**src/rtl/tsm_pkg.sv**
```systemverilog
package tsm_pkg;
  localparam int NLEG      = 3;
  localparam int NREF      = 2 * NLEG;
  localparam int PEAK_ADDR = NREF;
  localparam int ADDR_W    = $clog2(NREF + 1);

  typedef logic [NLEG-1:0] leg_t;

  typedef struct packed {
    leg_t up;
    leg_t dn;
    logic fw;
  } gate_t;

  typedef enum logic [1:0] {K_FREE, K_ACTIVE, K_NULL, K_BAD} kind_e;

  localparam leg_t LEG_A = leg_t'(1);
  localparam leg_t LEG_B = leg_t'(2);

  function automatic leg_t leg_next(leg_t v);
    return {v[NLEG-2:0], v[NLEG-1]};
  endfunction
endpackage

```
**src/rtl/tsm_carrier.sv**
```systemverilog
module tsm_carrier #(
  parameter int CW       = 8,
  parameter int PEAK_RST = 15
) (
  input  logic          clk,
  input  logic          rst,
  input  logic          peak_we,
  input  logic [CW-1:0] peak_wdata,
  output logic [CW-1:0] cnt,
  output logic [CW-1:0] peak_act,
  output logic          turn
);
  localparam logic [CW-1:0] PEAK_INIT = CW'(PEAK_RST);
  localparam logic [CW-1:0] ONE       = CW'(1);

  logic          rising;
  logic [CW-1:0] peak_sh;

  // turning points: the bottom, or the top while rising
  assign turn = (cnt == '0) || (rising && (cnt >= peak_act));

  always_ff @(posedge clk) begin
    if (rst) begin
      cnt      <= '0;
      rising   <= 1'b1;
      peak_sh  <= PEAK_INIT;
      peak_act <= PEAK_INIT;
    end else begin
      if (peak_we) peak_sh <= (peak_wdata == '0) ? ONE : peak_wdata;
      if (cnt == '0) begin
        peak_act <= peak_sh;
        cnt      <= ONE;
        rising   <= 1'b1;
      end else if (rising) begin
        if (cnt >= peak_act) begin
          cnt    <= cnt - ONE;
          rising <= 1'b0;
        end else begin
          cnt <= cnt + ONE;
        end
      end else begin
        cnt <= cnt - ONE;
      end
    end
  end
endmodule

```
**src/rtl/tsm_refbank.sv**
```systemverilog
module tsm_refbank
  import tsm_pkg::*;
#(
  parameter int CW = 8
) (
  input  logic                 clk,
  input  logic                 rst,
  input  logic                 we,
  input  logic [ADDR_W-1:0]    addr,
  input  logic [CW-1:0]        wdata,
  input  logic                 load,
  output logic [NREF*CW-1:0]   ref_flat
);
  for (genvar i = 0; i < NREF; i++) begin : g_slot
    logic [CW-1:0] shadow;
    logic [CW-1:0] live;

    always_ff @(posedge clk) begin
      if (rst) begin
        shadow <= '0;
        live   <= '0;
      end else begin
        if (we && (addr == ADDR_W'(i))) shadow <= wdata;
        if (load) live <= shadow;
      end
    end

    assign ref_flat[i*CW +: CW] = live;
  end
endmodule

```
**src/rtl/tsm_compare.sv**
```systemverilog
module tsm_compare
  import tsm_pkg::*;
#(
  parameter int CW = 8
) (
  input  logic [CW-1:0]      cnt,
  input  logic [NREF*CW-1:0] ref_flat,
  output leg_t               top_bits,
  output leg_t               bot_bits
);
  for (genvar l = 0; l < NLEG; l++) begin : g_leg
    logic [CW-1:0] hi_lvl;
    logic [CW-1:0] lo_lvl;
    assign hi_lvl      = ref_flat[l*CW +: CW];
    assign lo_lvl      = ref_flat[(NLEG+l)*CW +: CW];
    // opposite polarity per row; equality reads as 1 in both
    assign top_bits[l] = (hi_lvl >= cnt);
    assign bot_bits[l] = (cnt >= lo_lvl);
  end
endmodule

```
**src/rtl/tsm_decode.sv**
```systemverilog
module tsm_decode
  import tsm_pkg::*;
(
  input  logic  clk,
  input  logic  rst,
  input  leg_t  top_bits,
  input  leg_t  bot_bits,
  output gate_t gate,
  output logic  err
);
  leg_t  last_up;
  leg_t  last_dn;
  leg_t  null_leg;
  kind_e kind;
  gate_t nxt;

  always_comb begin
    kind = K_BAD;
    nxt  = '{up: null_leg, dn: null_leg, fw: 1'b0};
    if (|(top_bits & bot_bits)) begin
      kind = K_FREE;
      nxt  = '{up: '0, dn: '0, fw: 1'b1};
    end else if (bot_bits == ~top_bits) begin
      if (top_bits == '0) begin
        kind = K_NULL;
        nxt  = '{up: last_up, dn: last_up, fw: 1'b0};
      end else if (top_bits == '1) begin
        kind = K_NULL;
        nxt  = '{up: last_dn, dn: last_dn, fw: 1'b0};
      end else if ($countones(top_bits) == 1) begin
        kind = K_ACTIVE;
        nxt  = '{up: top_bits, dn: leg_next(top_bits), fw: 1'b0};
      end else begin
        kind = K_ACTIVE;
        nxt  = '{up: leg_next(~top_bits), dn: ~top_bits, fw: 1'b0};
      end
    end
  end

  always_ff @(posedge clk) begin
    if (rst) begin
      gate     <= '{up: LEG_A, dn: LEG_A, fw: 1'b0};
      last_up  <= LEG_A;
      last_dn  <= LEG_B;
      null_leg <= LEG_A;
      err      <= 1'b0;
    end else begin
      gate <= nxt;
      case (kind)
        K_ACTIVE: begin
          last_up <= nxt.up;
          last_dn <= nxt.dn;
        end
        K_NULL:  null_leg <= nxt.up;
        K_BAD:   err <= 1'b1;
        default: ;
      endcase
    end
  end
endmodule

```
**src/rtl/tristate_csi_mod.sv**
```systemverilog
module tristate_csi_mod
  import tsm_pkg::*;
#(
  parameter int CW       = 8,
  parameter int PEAK_RST = 15
) (
  input  logic              clk,
  input  logic              rst,
  input  logic              host_we,
  input  logic [ADDR_W-1:0] host_addr,
  input  logic [CW-1:0]     host_wdata,
  output logic [CW-1:0]     carrier_o,
  output logic [NLEG-1:0]   gate_up,
  output logic [NLEG-1:0]   gate_dn,
  output logic              gate_fw,
  output logic              decode_err
);
  logic [CW-1:0]      cnt;
  logic [CW-1:0]      peak_act;
  logic               turn;
  logic               peak_we;
  logic [NREF*CW-1:0] ref_act_flat;
  leg_t               top_bits;
  leg_t               bot_bits;
  gate_t              gate;

  assign peak_we = host_we && (host_addr == ADDR_W'(PEAK_ADDR));

  tsm_carrier #(.CW(CW), .PEAK_RST(PEAK_RST)) u_carrier (
    .clk        (clk),
    .rst        (rst),
    .peak_we    (peak_we),
    .peak_wdata (host_wdata),
    .cnt        (cnt),
    .peak_act   (peak_act),
    .turn       (turn)
  );

  tsm_refbank #(.CW(CW)) u_refs (
    .clk      (clk),
    .rst      (rst),
    .we       (host_we),
    .addr     (host_addr),
    .wdata    (host_wdata),
    .load     (turn),
    .ref_flat (ref_act_flat)
  );

  tsm_compare #(.CW(CW)) u_cmp (
    .cnt      (cnt),
    .ref_flat (ref_act_flat),
    .top_bits (top_bits),
    .bot_bits (bot_bits)
  );

  tsm_decode u_dec (
    .clk      (clk),
    .rst      (rst),
    .top_bits (top_bits),
    .bot_bits (bot_bits),
    .gate     (gate),
    .err      (decode_err)
  );

  assign carrier_o = cnt;
  assign gate_up   = gate.up;
  assign gate_dn   = gate.dn;
  assign gate_fw   = gate.fw;
endmodule

```
**config.mk**
```make
export PLATFORM = sky130hd
export DESIGN_NAME = tristate_csi_mod
export DESIGN_NICKNAME = d
export VERILOG_FILES = /design/src/rtl/tsm_pkg.sv /design/src/rtl/tsm_carrier.sv /design/src/rtl/tsm_refbank.sv /design/src/rtl/tsm_compare.sv /design/src/rtl/tsm_decode.sv /design/src/rtl/tristate_csi_mod.sv
export SDC_FILE = /design/constraint.sdc
export NUM_CORES = 1
export LEC_CHECK = 0
export BUFFER_PORTS_ARGS = -buffer_cell sky130_fd_sc_hd__buf_2
export CAP_MARGIN = 20
export CORE_MARGIN = 1.5
export CORE_UTILIZATION = 45
export CTS_BUF_LIST = sky130_fd_sc_hd__clkbuf_4 sky130_fd_sc_hd__clkbuf_8
export DETAILED_ROUTE_END_ITERATION = 8
export SLEW_MARGIN = 25
export SYNTH_ARGS = -nofsm -noshare
export SYNTH_HDL_FRONTEND = slang
export SYNTH_SLANG_ARGS = --single-unit
```
**constraint.sdc**
```tcl
create_clock -name clk -period 4.8 [get_ports clk]
set_input_delay 0.48 -clock clk [delete_from_list [all_inputs] [get_ports clk]]
set_output_delay 0.48 -clock clk [all_outputs]
set_load 0.02 [all_outputs]
```
After elaboration in Yosys (flattened, before gate mapping):

Cells that the tools add are included.

* register bits: 138
* bits of input ports: 14
* output and inout port bits: 16
* word-level logic and storage cells: 79

* add/subtract/negate cells: 4
* magnitude comparators: 7
* eq/ne operators: 12
* multiplexer cells: 15
* bitwise gates (word level): 2
* reductions and logical operators: 15

Operator list (number)
* $ge A8 B8 Y1: 7
* $mux W7: 5
* $add A32 B1 Y32: 1
* $eq A32 B2 Y1 const B: 1
* $mux W8: 3
* $logic_not A8 Y1: 2
* $eq A3 B3 Y1 const B: 4
* $add A8 B1 Y8 const B: 1
* $logic_and A1 B1 Y1: 8
* $mux W2: 4
* $sub A8 B1 Y8 const B: 1
* $eq A3 B2 Y1 const B: 2
* $logic_not A3 Y1: 2
* $eq A2 B2 Y1 const B: 2
* $and A3 B3 Y3: 1
* $eq A3 B1 Y1 const B: 1
* $eq A3 B3 Y1: 1
* $mux W1: 3
* $not A3 Y3: 1
* $reduce_or A3 Y1: 1
* $add A1 B1 Y2: 1
* $eq A2 B1 Y1 const B: 1
* $reduce_or A2 Y1: 1
* $logic_or A1 B1 Y1: 1

Logic depth before layout (Yosys ltp):

Gate-level depths: netlist (run 1).

* depth in word-level cells: 9
* gate-level depth with buffers: 17
* gate-level depth less buffers: 15

Modules after synthesis:

Synthesis (run 1) repeated with hierarchy kept, for this count alone.

* cell total of the unflattened synthesis: 726
* area, all modules: 7136.8 um2

By module, submodules not included
* tsm_refbank: times used 1, cells an instance 325, area an instance 3592.2 um2, seq. area each 1921.8 um2
* tsm_carrier: times used 1, cells an instance 156, area an instance 1420.1 um2, seq. area each 500.5 um2
* tsm_compare: times used 1, cells an instance 134, area an instance 1126.1 um2, seq. area each 0.0 um2
* tsm_decode: times used 1, cells an instance 110, area an instance 988.4 um2, seq. area each 340.3 um2
* tristate_csi_mod: times used 1, cells an instance 1, area an instance 10.0 um2, seq. area each 0.0 um2

Worst setup path after synthesis (run 1):

Ideal clock, no wire load.

* kind: register -> register
* from: reg u_carrier.cnt[2]
* to: reg, netlist name u_dec.gate[4]
* setup time: 135 ps
* arrival time: 3681 ps
* required time: 4665 ps
* path slack: 984 ps
* cell stages (with the launch flop): 16
* buffers on the path: 1
* clock period less this slack: 3816 ps
* path through: dfxtp_1 -> inv_1 -> ha_1 -> o21a_1 -> nor2_1 -> o31ai_1 -> inv_1 -> ha_1 -> ha_1 -> ha_1 -> nor2_1 -> and2_1 -> clkbuf_1 -> nand2_1 -> o32ai_1 -> o311ai_1

* word-level cells in the longest chain between the ends: 9
* elaborated cells between the ends (all ways): 20
* those cells by class: 2 x add/sub; 6 x order compare; 3 x eq/ne; 5 x mux; 2 x bitwise; 2 x reduce/logical

Ends and longest elaborated chain
* start, declared: line tsm_carrier.sv:9 `output logic [CW-1:0] cnt,`
* start signal, assigned: line tsm_carrier.sv:36 `cnt <= cnt - ONE;`
* start signal, assigned: line tsm_carrier.sv:39 `cnt <= cnt + ONE;`
* start signal, assigned: line tsm_carrier.sv:42 `cnt <= cnt - ONE;`
* $ge A8 B8 Y1: line tsm_compare.sv:17 `assign top_bits[l] = (hi_lvl >= cnt);`
* $add A1 B1 Y2 (implied by the code): line tsm_decode.sv:30 `end else if ($countones(top_bits) == 1) begin`
* $add A32 B1 Y32 (implied by the code): line tsm_decode.sv:30
* $eq A32 B2 Y1: line tsm_decode.sv:30
* $mux W7: line tsm_decode.sv:30
* $mux W7: line tsm_decode.sv:27 `end else if (top_bits == '1) begin`
* $mux W7: line tsm_decode.sv:24 `if (top_bits == '0) begin`
* $mux W7: line tsm_decode.sv:23 `end else if (bot_bits == ~top_bits) begin`
* $mux W7 *: line tsm_decode.sv:20 `if (|(top_bits & bot_bits)) begin`

Every way passes the cells marked *; elsewhere a longest branch is shown, timed or not.
A chain may end at the register's enable or synchronous reset.

Worst setup path in the final report (run 1):

* from: reg u_carrier.cnt[2]
* to: reg, netlist name u_dec.gate[4]

* word-level cells in the longest chain between the ends: 9
* elaborated cells between the ends (all ways): 20
* those cells by class: 2 x add/sub; 6 x order compare; 3 x eq/ne; 5 x mux; 2 x bitwise; 2 x reduce/logical

Ends and longest elaborated chain (line)
* $ge A8 B8 Y1: tsm_compare.sv:17
* $add A1 B1 Y2 (implied by the code): tsm_decode.sv:30
* $add A32 B1 Y32 (implied by the code): tsm_decode.sv:30
* $eq A32 B2 Y1: tsm_decode.sv:30
* $mux W7: tsm_decode.sv:30
* $mux W7: tsm_decode.sv:27
* $mux W7: tsm_decode.sv:24
* $mux W7: tsm_decode.sv:23
* $mux W7 *: tsm_decode.sv:20

Marks and branches as above.

==> results of run 1 <==
layout by cell type, fill, tap and decap left out, drive strengths merged, types with 3 or more instances in the layout:
master / synthesis / routed
o41a: 3 / 3
mux2i: 63 / 63
o31ai: 5 / 5
nand4: 5 / 5
dfxtp: 138 / 138
o211ai: 7 / 7
nor2b: 7 / 7
clkbuf: 29 / 21
nor2: 95 / 95
clkinv: 0 / 4
and2: 3 / 3
a2111oi: 3 / 3
nand2b: 9 / 9
o21ai: 27 / 27
ha: 65 / 65
inv: 48 / 52
a211o: 4 / 4
and3: 5 / 5
nor3: 14 / 14
nand3: 21 / 21
a211oi: 5 / 5
nand2: 123 / 123
and4: 4 / 4
a31oi: 4 / 4
buf: 10 / 35
a21oi: 67 / 67
o21a: 6 / 6
nor3b: 5 / 5
flip-flops by register name (all words and copies together), names as in the netlist, 3 cells and up:
signal,cells
u_carrier.cnt,8
u_carrier.peak_act,8
u_carrier.peak_sh,8
u_dec.gate,7
u_dec.last_dn,3
u_dec.last_up,3
u_dec.null_leg,3
u_refs.g_slot.live,48
u_refs.g_slot.shadow,48
critical path: cells and delay by family, from the launching register on:
kind	cells	cell delay [ps]
AO/OA/AOI/OAI	5	1490
buffers and inverters	2	350
flip-flops	1	550
AND/OR/NAND/NOR	3	550
adder cells (fa/ha/maj)	4	1040
per-stage QoR:
stage | hold WS, ps | std cells | area, um2 | power [W]
2_1_floorplan | 432 | 799 | 6890 | 0.00387
3_3_place_gp | 442 | 983 | 7110 | 0.00437
3_5_place_dp | 446 | 983 | 7110 | 0.00440
4_1_cts | 351 | 1015 | 7520 | 0.00540
5_1_grt | 364 | 1015 | 7520 | 0.00580
6_report | 376 | 1015 | 7520 | 0.00540
logic make-up after synthesis:
family,count (synthesis),share of synthesized area
multiplexers,64,0.0932
AND/OR/NAND/NOR,299,0.192
AO/OA/AOI/OAI,144,0.135
buffers and inverters,87,0.0565
adder cells (fa/ha/maj),66,0.121
flip-flops,138,0.401
XOR/XNOR,1,0.00127
final timing paths:
kind                                                  from                         end  slack [ps]
worst min-delay path                         host_wdata[4]  u_refs.g_slot[5].shadow[4]         380
worst max-delay path                      u_carrier.cnt[2]               u_dec.gate[4]         650
worst max register to register            u_carrier.cnt[2]               u_dec.gate[4]         650
worst min register to register  u_refs.g_slot[1].shadow[0]  u_refs.g_slot[1].shadow[0]         450
metal layers:
metal | up-vias | wire length [um] | share of wire | track usage
met1 | 2600 | 8380 | 0.50 | 0.304
met4 | 0 | 363 | 0.021 | 0.0876
met2 | 167 | 7290 | 0.43 | 0.335
li1 | 2779 | - | - | -
met3 | 32 | 887 | 0.052 | 0.0485
met5 | - | 0 | 0 | 0
final cells by class:
cell class	count	area share
Clock inverter	11	0.0178
Tap cell	188	0.0313
Multi-Input combinational cell	574	0.497
Clock buffer	21	0.0368
Inverter	48	0.0240
Timing Repair Buffer	35	0.0256
Sequential cell	138	0.368
power groups by stage:
| stage | logic, W | clock network [W] | registers (W) |
|---|---|---|---|
| after global routing | 0.00338 | 0.00105 | 0.00136 |
| after floorplan | 0.00245 | 0 | 0.00142 |
| after detailed placement | 0.00303 | 0 | 0.00137 |
| final | 0.00307 | 0.000982 | 0.00135 |
| after CTS | 0.00305 | 0.00101 | 0.00135 |
| after global placement | 0.00300 | 0 | 0.00137 |
==> reports/summary.md, run 1 <==
• Congestion Overflow GR: 0
• CP Cell Sequence: inv_1 -> ha_1 -> a211o_1 -> a31oi_1 -> o31ai_2 -> inv_1 -> ha_1 -> ha_1 -> ha_1 -> nor2_1 -> and2_1 -> nand2_1 -> o32ai_1 -> o311ai_1
• initial core utilization: 0.456
• violation count after the first detailed-route iteration: 395
• Post-CTS Setup Bufs: 0
• maxcap violations: 0
• DR vias/cell: 5.50
• core area: 15100 um2
• Die Footprint: 16100 um2
• pin slew with the least headroom to its limit: 886 ps
• top cells by instance count after synthesis: sky130_fd_sc_hd__dfxtp_1 (138), sky130_fd_sc_hd__nand2_1 (123), sky130_fd_sc_hd__nor2_1 (95)
• WL final: 16900 um
• YS warnings: 0
• combinational share of power: 0.568
• cell repeated most along the worst path: sky130_fd_sc_hd__ha_1
• Setup Skew: 15.7 ps
• number of primary I/O pins: 30
• All-Layer GR Usage: 0.220
• unrepaired setup endpoints after global routing: no
• sequential cell area: 2760 um2
• initial antenna violation count: 0
• largest fanout on the critical path: 10
• Antenna Diode Count: 0
• most area-consuming cells after synthesis: sky130_fd_sc_hd__dfxtp_1 (40%), sky130_fd_sc_hd__ha_1 (12%), sky130_fd_sc_hd__mux2i_1 (9.2%), sky130_fd_sc_hd__nand2_1 (6.7%), sky130_fd_sc_hd__nor2_1 (5.2%)
• shortest clock period the worst path allows after layout: 4150 ps
• area growth from synthesis to final layout: 9.14%
• worst endpoint data arrival time: 4440 ps
• EDFF count, synth: 0
• WL per Instance: 16.7 um
• portion of total power attributed to the clock network: 0.182
• Synth Net Count: 879
• via count of the first global-routing pass: 5271
• final critical-path setup slack: 655 ps
• TritonCTS clock tree: yes
• count of vias placed by the detailed router: 5578
• endpoints failing hold: 0
• result of the run: finished clean
• Die H: 127 um
• most instantiated library cell after synthesis: sky130_fd_sc_hd__dfxtp_1
• clock insertion delay at the later pin of the skew report: 450 ps
• kind of launch point of the worst setup path: flip-flop
• combined area of the multi-input logic cells: 3740 um2
• post-detailed-route DRC marker count: 0
• Max stage delay cell, worst path: sky130_fd_sc_hd__o31ai_2
• proportion of synthesized chip area in sequential cells: 0.401
• category of the worst setup path capture point: flip-flop
• count of cells along the worst register-to-register path: 14
• count of final max-slew check failures: 0
• maximum number of pins on one net before global-route repair: 63
• ratio of final minimum period to clock period: 0.864
• power spent charging and discharging nets: 0.00246 W
• Post-Synthesis Cells: 799
• I/O Buffers: 29
• static power due to leakage: 3.06 nW
• Cell variety after synth: 62
• number of nets in the final layout: 894
• highest cell delay on the worst timing path: 700 ps
• DPL Wire Length: 11900 um
• DIE WIDTH: 127 um
• count of standard-cell rows: 45
• fraction of final layout cells with drive strength greater than 1: 0.0979
• #FFs+latches synth: 138
• Max Fclk: 241 MHz
• Post-CTS Resized: 0
• wire length of the first global-routing pass: 27600 um
• number of fill cells in the layout: 1464
• Internal Power: 0.00294 W
• antenna-violating nets left: 0
• Power Density: 719 nW/um2
• cell count of the worst hold path: 3
• switching power as a share of total power: 0.455
• clock-pin transition on the worst setup and hold timing paths: 80 ps
• data required time at the worst endpoint: 5090 ps
• Max clock buf depth: 2
• number of buffers added by the clock tree synthesis step: 17
• share of flip-flops with an asynchronous set or reset after synthesis: 0
• clock sink total: 138
• Sequential Power Share: 0.250
• worst rel slew slack: 0.406
• Primary FF master, synth: sky130_fd_sc_hd__dfxtp_1
• count of hold buffers inserted by post-cts repair: 0
• class of the worst hold path: primary input to flip-flop
• DR pass1 iterations: 5
• root buffer selected by CTS: sky130_fd_sc_hd__clkbuf_8
• summed instance area of the synthesized netlist: 6890 um2
• cell type with the highest aggregate area in the netlist: sky130_fd_sc_hd__dfxtp_1
• maximum ir drop on the vdd rail: 0.565 mV
• last weighted congestion value of the routability-driven placer: 0.981
• final standard cell utilization of the core: 0.498
• syn_area_per_cell: 8.62 um2
• portion of synthesized cell area occupied by the leading cell type: 0.401
• pre-CTS setup slack: 715 ps
• setup TNS: 0 ps
• kind of critical path: flip-flop to flip-flop
• H-tree lvl count: 4
• number of failing setup endpoints in the final timing report: 0
(Power assumes the default switching activity.)
==> inputs of run 2 (changes only) <==
--- a/config.mk
+++ b/config.mk
@@ -5,6 +5,7 @@
 export SDC_FILE = /design/constraint.sdc
 export NUM_CORES = 1
 export LEC_CHECK = 0
+export ABC_AREA = 1
 export BUFFER_PORTS_ARGS = -buffer_cell sky130_fd_sc_hd__buf_2
 export CAP_MARGIN = 20
 export CORE_MARGIN = 1.5
==> reports/summary.md, run 2 <==
• count of vias placed by the detailed router: 5416
• Congestion Overflow GR: 0
• maximum number of pins on one net before global-route repair: 68
• WL final: 15800 um
• setup TNS: 0 ps
• top cells by instance count after synthesis: sky130_fd_sc_hd__dfxtp_1 (138), sky130_fd_sc_hd__nor2_1 (135), sky130_fd_sc_hd__o21ai_0 (122)
• cell type with the highest aggregate area in the netlist: sky130_fd_sc_hd__dfxtp_1
• area growth from synthesis to final layout: 10.3%
• pin slew with the least headroom to its limit: 812 ps
• antenna-violating nets left: 0
• initial antenna violation count: 0
• category of the worst setup path capture point: flip-flop
• #FFs+latches synth: 138
• Antenna Diode Count: 0
• violation count after the first detailed-route iteration: 435
• count of standard-cell rows: 44
• core area: 14500 um2
• Power Density: 740 nW/um2
• commonest cells after routing, fill and taps aside: sky130_fd_sc_hd__dfxtp_1 (138), sky130_fd_sc_hd__nor2_1 (135), sky130_fd_sc_hd__o21ai_0 (122)
• category of cells accounting for the largest share of critical-path delay: simple AND/OR/NAND/NOR gates
• Buf+Inv Stages, Crit Path: 3
• count of hold buffers inserted by post-cts repair: 0
• count of final max-slew check failures: 0
• post-layout power: 0.00544 W
• kind of launch point of the worst setup path: flip-flop
• Max stage delay cell, worst path: sky130_fd_sc_hd__dfxtp_1
• most instantiated library cell after synthesis: sky130_fd_sc_hd__dfxtp_1
• portion of total power attributed to the clock network: 0.205
• Synth Net Count: 945
• clock insertion delay at the later pin of the skew report: 450 ps
• endpoints failing hold: 0
• Post-Synthesis Cells: 865
• final-layout worst hold slack: 350 ps
• summed instance area of the synthesized netlist: 6670 um2
• launch point of the worst path: u_carrier.cnt[3]
• All-Layer GR Usage: 0.214
• TritonCTS clock tree: yes
• min-delay src: host_wdata[6]
• Final Instance Count excl. Fillers: 1077
• registers with the most flip-flops: u_refs.g_slot.live: 48 flops, u_refs.g_slot.shadow: 48 flops
• syn_area_per_cell: 7.71 um2
• class of the worst hold path: primary input to flip-flop
• Primary FF master, synth: sky130_fd_sc_hd__dfxtp_1
• clock sink total: 138
• CP Cell Sequence: inv_1 -> ha_1 -> nand2_1 -> nor2_1 -> nor2_1 -> nand2_1 -> nand2_1 -> nand2_1 -> inv_1 -> ha_1 -> ha_1 -> ha_1 -> nor3_1 -> inv_1 -> nand2_1 -> nand2_1 -> nand2_1 -> nand2_1 -> nand2_1 -> nand2_1 -> nand2_1 -> nand2_1 -> a21oi_1
• Sequential Power Share: 0.280
• Internal Power: 0.00303 W
• power spent charging and discharging nets: 0.00242 W
• instance count after placement with tap cells included: 1046
• via count of the first global-routing pass: 5036
• unrepaired setup endpoints after global routing: no
• root buffer selected by CTS: sky130_fd_sc_hd__clkbuf_8
• H-tree lvl count: 4
• static power due to leakage: 3.42 nW
• kind of critical path: flip-flop to flip-flop
• proportion of synthesized chip area in sequential cells: 0.414
• DPL Wire Length: 11100 um
• I/O Buffers: 29
• EDFF count, synth: 0
• WL per Instance: 14.6 um
• startpoint of the most critical register-to-register path: u_carrier.cnt[3]
• Max clock buf depth: 2
• Setup Skew: 7.10 ps
• fraction of final layout cells with drive strength greater than 1: 0.0963
• DR pass1 iterations: 5
• DR vias/cell: 5.03
• YS warnings: 0
• wire length of the first global-routing pass: 26400 um
• highest cell delay on the worst timing path: 620 ps
• most area-consuming cells after synthesis: sky130_fd_sc_hd__dfxtp_1 (41%), sky130_fd_sc_hd__ha_1 (12%), sky130_fd_sc_hd__o21ai_0 (9.2%), sky130_fd_sc_hd__nor2_1 (7.6%), sky130_fd_sc_hd__a21oi_1 (7.3%)
• Die H: 125 um
• Max Fclk: 272 MHz
• portion of synthesized cell area occupied by the leading cell type: 0.414
• worst rel slew slack: 0.457
• cell repeated most along the worst path: sky130_fd_sc_hd__nand2_1
• Die Footprint: 15600 um2
• shortest clock period the worst path allows after layout: 3680 ps
• combinational share of power: 0.515
• number of primary I/O pins: 30
• DIE WIDTH: 125 um
• share of flip-flops with an asynchronous set or reset after synthesis: 0
• data required time at the worst endpoint: 5180 ps
• result of the run: finished clean
• Cell variety after synth: 42
• worst endpoint data arrival time: 4060 ps
• number of buffers added by the clock tree synthesis step: 17
• number of failing setup endpoints in the final timing report: 0
• maximum ir drop on the vdd rail: 0.319 mV
• most common library cell in the layout ignoring fill and taps: sky130_fd_sc_hd__dfxtp_1
• number of nets in the final layout: 961
• maxcap violations: 0
• ratio of final minimum period to clock period: 0.766
• last weighted congestion value of the routability-driven placer: 0.840
• final standard cell utilization of the core: 0.508
• switching power as a share of total power: 0.444
• Post-CTS Resized: 0
• clock-pin transition on the worst setup and hold timing paths: 80 ps
• initial core utilization: 0.461
• largest fanout on the critical path: 10
• Post-CTS Setup Bufs: 0
• post-detailed-route DRC marker count: 0
==> run 2: cell count changes in the layout (fill, tap and decap cells not counted), moves of 9 or more <==
cell	before	now
sky130_fd_sc_hd__o21ai_0	25	122
sky130_fd_sc_hd__mux2i_1	63	0
sky130_fd_sc_hd__inv_1	47	98
sky130_fd_sc_hd__nor2_1	95	135
sky130_fd_sc_hd__nand2_1	123	89
sky130_fd_sc_hd__a21oi_1	67	97
sky130_fd_sc_hd__nor3_1	13	4
==> run 2: logic make-up (layout without fill, tap and decap cells) <==
| logic type | count (synthesis) | count (layout) | synth area share |
|---|---|---|---|
| flip-flops | 138 | 138 | 0.414 |
| XOR/XNOR | 10 | 10 | 0.0131 |
| adder cells (fa/ha/maj) | 66 | 66 | 0.125 |
| buffers and inverters | 141 | 169 | 0.0880 |
| AND/OR/NAND/NOR | 269 | 269 | 0.172 |
| AO/OA/AOI/OAI | 241 | 241 | 0.187 |
==> run 2: per-stage QoR <==
step,area [um2],worst slack [ps]
detailed placement,6890,1130
global placement,6890,1140
finish,7360,1120
floorplan,6670,1550
global route,7360,648
CTS,7360,1100
==> run 2: path summary, 6_finish.rpt <==
check                                    end  slack, ps  depth (start not counted)
setup / recovery            u_dec.last_dn[0]       1120                         23
hold / removal    u_refs.g_slot[3].shadow[6]        350                          3
setup reg to reg            u_dec.last_dn[0]       1120                         23
hold reg to reg   u_refs.g_slot[3].shadow[2]        460                          2
==> run 2: per-layer routing <==
metal | GRT usage | vias to the layer above | wire [um]
met5 | 0 | - | 0
met4 | 0.0825 | 0 | 327
met3 | 0.0391 | 24 | 515
met2 | 0.312 | 83 | 6520
met1 | 0.312 | 2441 | 8410
li1 | - | 2868 | -
==> run 2: power by group through the flow <==
stage / clock network (W) / logic [W] / registers [W]
2_1_floorplan: 0 / 0.00226 / 0.00154
3_3_place_gp: 0 / 0.00280 / 0.00155
3_5_place_dp: 0 / 0.00281 / 0.00155
4_1_cts: 0.00113 / 0.00283 / 0.00153
5_1_grt: 0.00118 / 0.00329 / 0.00155
6_report: 0.00111 / 0.00281 / 0.00152
==> run 2: cell type report <==
cell class / instances / area [um2]
inverter: 104 / 392
clock buffer: 24 / 305
sequential: 138 / 2760
timing repair buffer: 34 / 183
clock inverter: 7 / 163
tap: 184 / 230
multi-input combinational: 586 / 3320
fill: 1421 / 7120
==> run 2: worst reg2reg max path, stage by stage (launching register included) <==
cell	delay [ps]
sky130_fd_sc_hd__dfxtp_1	620
sky130_fd_sc_hd__inv_1	290
sky130_fd_sc_hd__ha_1	370
sky130_fd_sc_hd__nand2_1	70
sky130_fd_sc_hd__nor2_1	100
sky130_fd_sc_hd__nor2_1	50
sky130_fd_sc_hd__nand2_1	60
sky130_fd_sc_hd__nand2_1	50
sky130_fd_sc_hd__nand2_1	180
sky130_fd_sc_hd__inv_1	90
sky130_fd_sc_hd__ha_1	300
sky130_fd_sc_hd__ha_1	180
sky130_fd_sc_hd__ha_1	170
sky130_fd_sc_hd__nor3_1	370
sky130_fd_sc_hd__inv_1	130
sky130_fd_sc_hd__nand2_1	110
sky130_fd_sc_hd__nand2_1	60
sky130_fd_sc_hd__nand2_1	50
sky130_fd_sc_hd__nand2_1	40
sky130_fd_sc_hd__nand2_1	50
sky130_fd_sc_hd__nand2_1	50
sky130_fd_sc_hd__nand2_1	50
sky130_fd_sc_hd__nand2_1	70
sky130_fd_sc_hd__a21oi_1	120
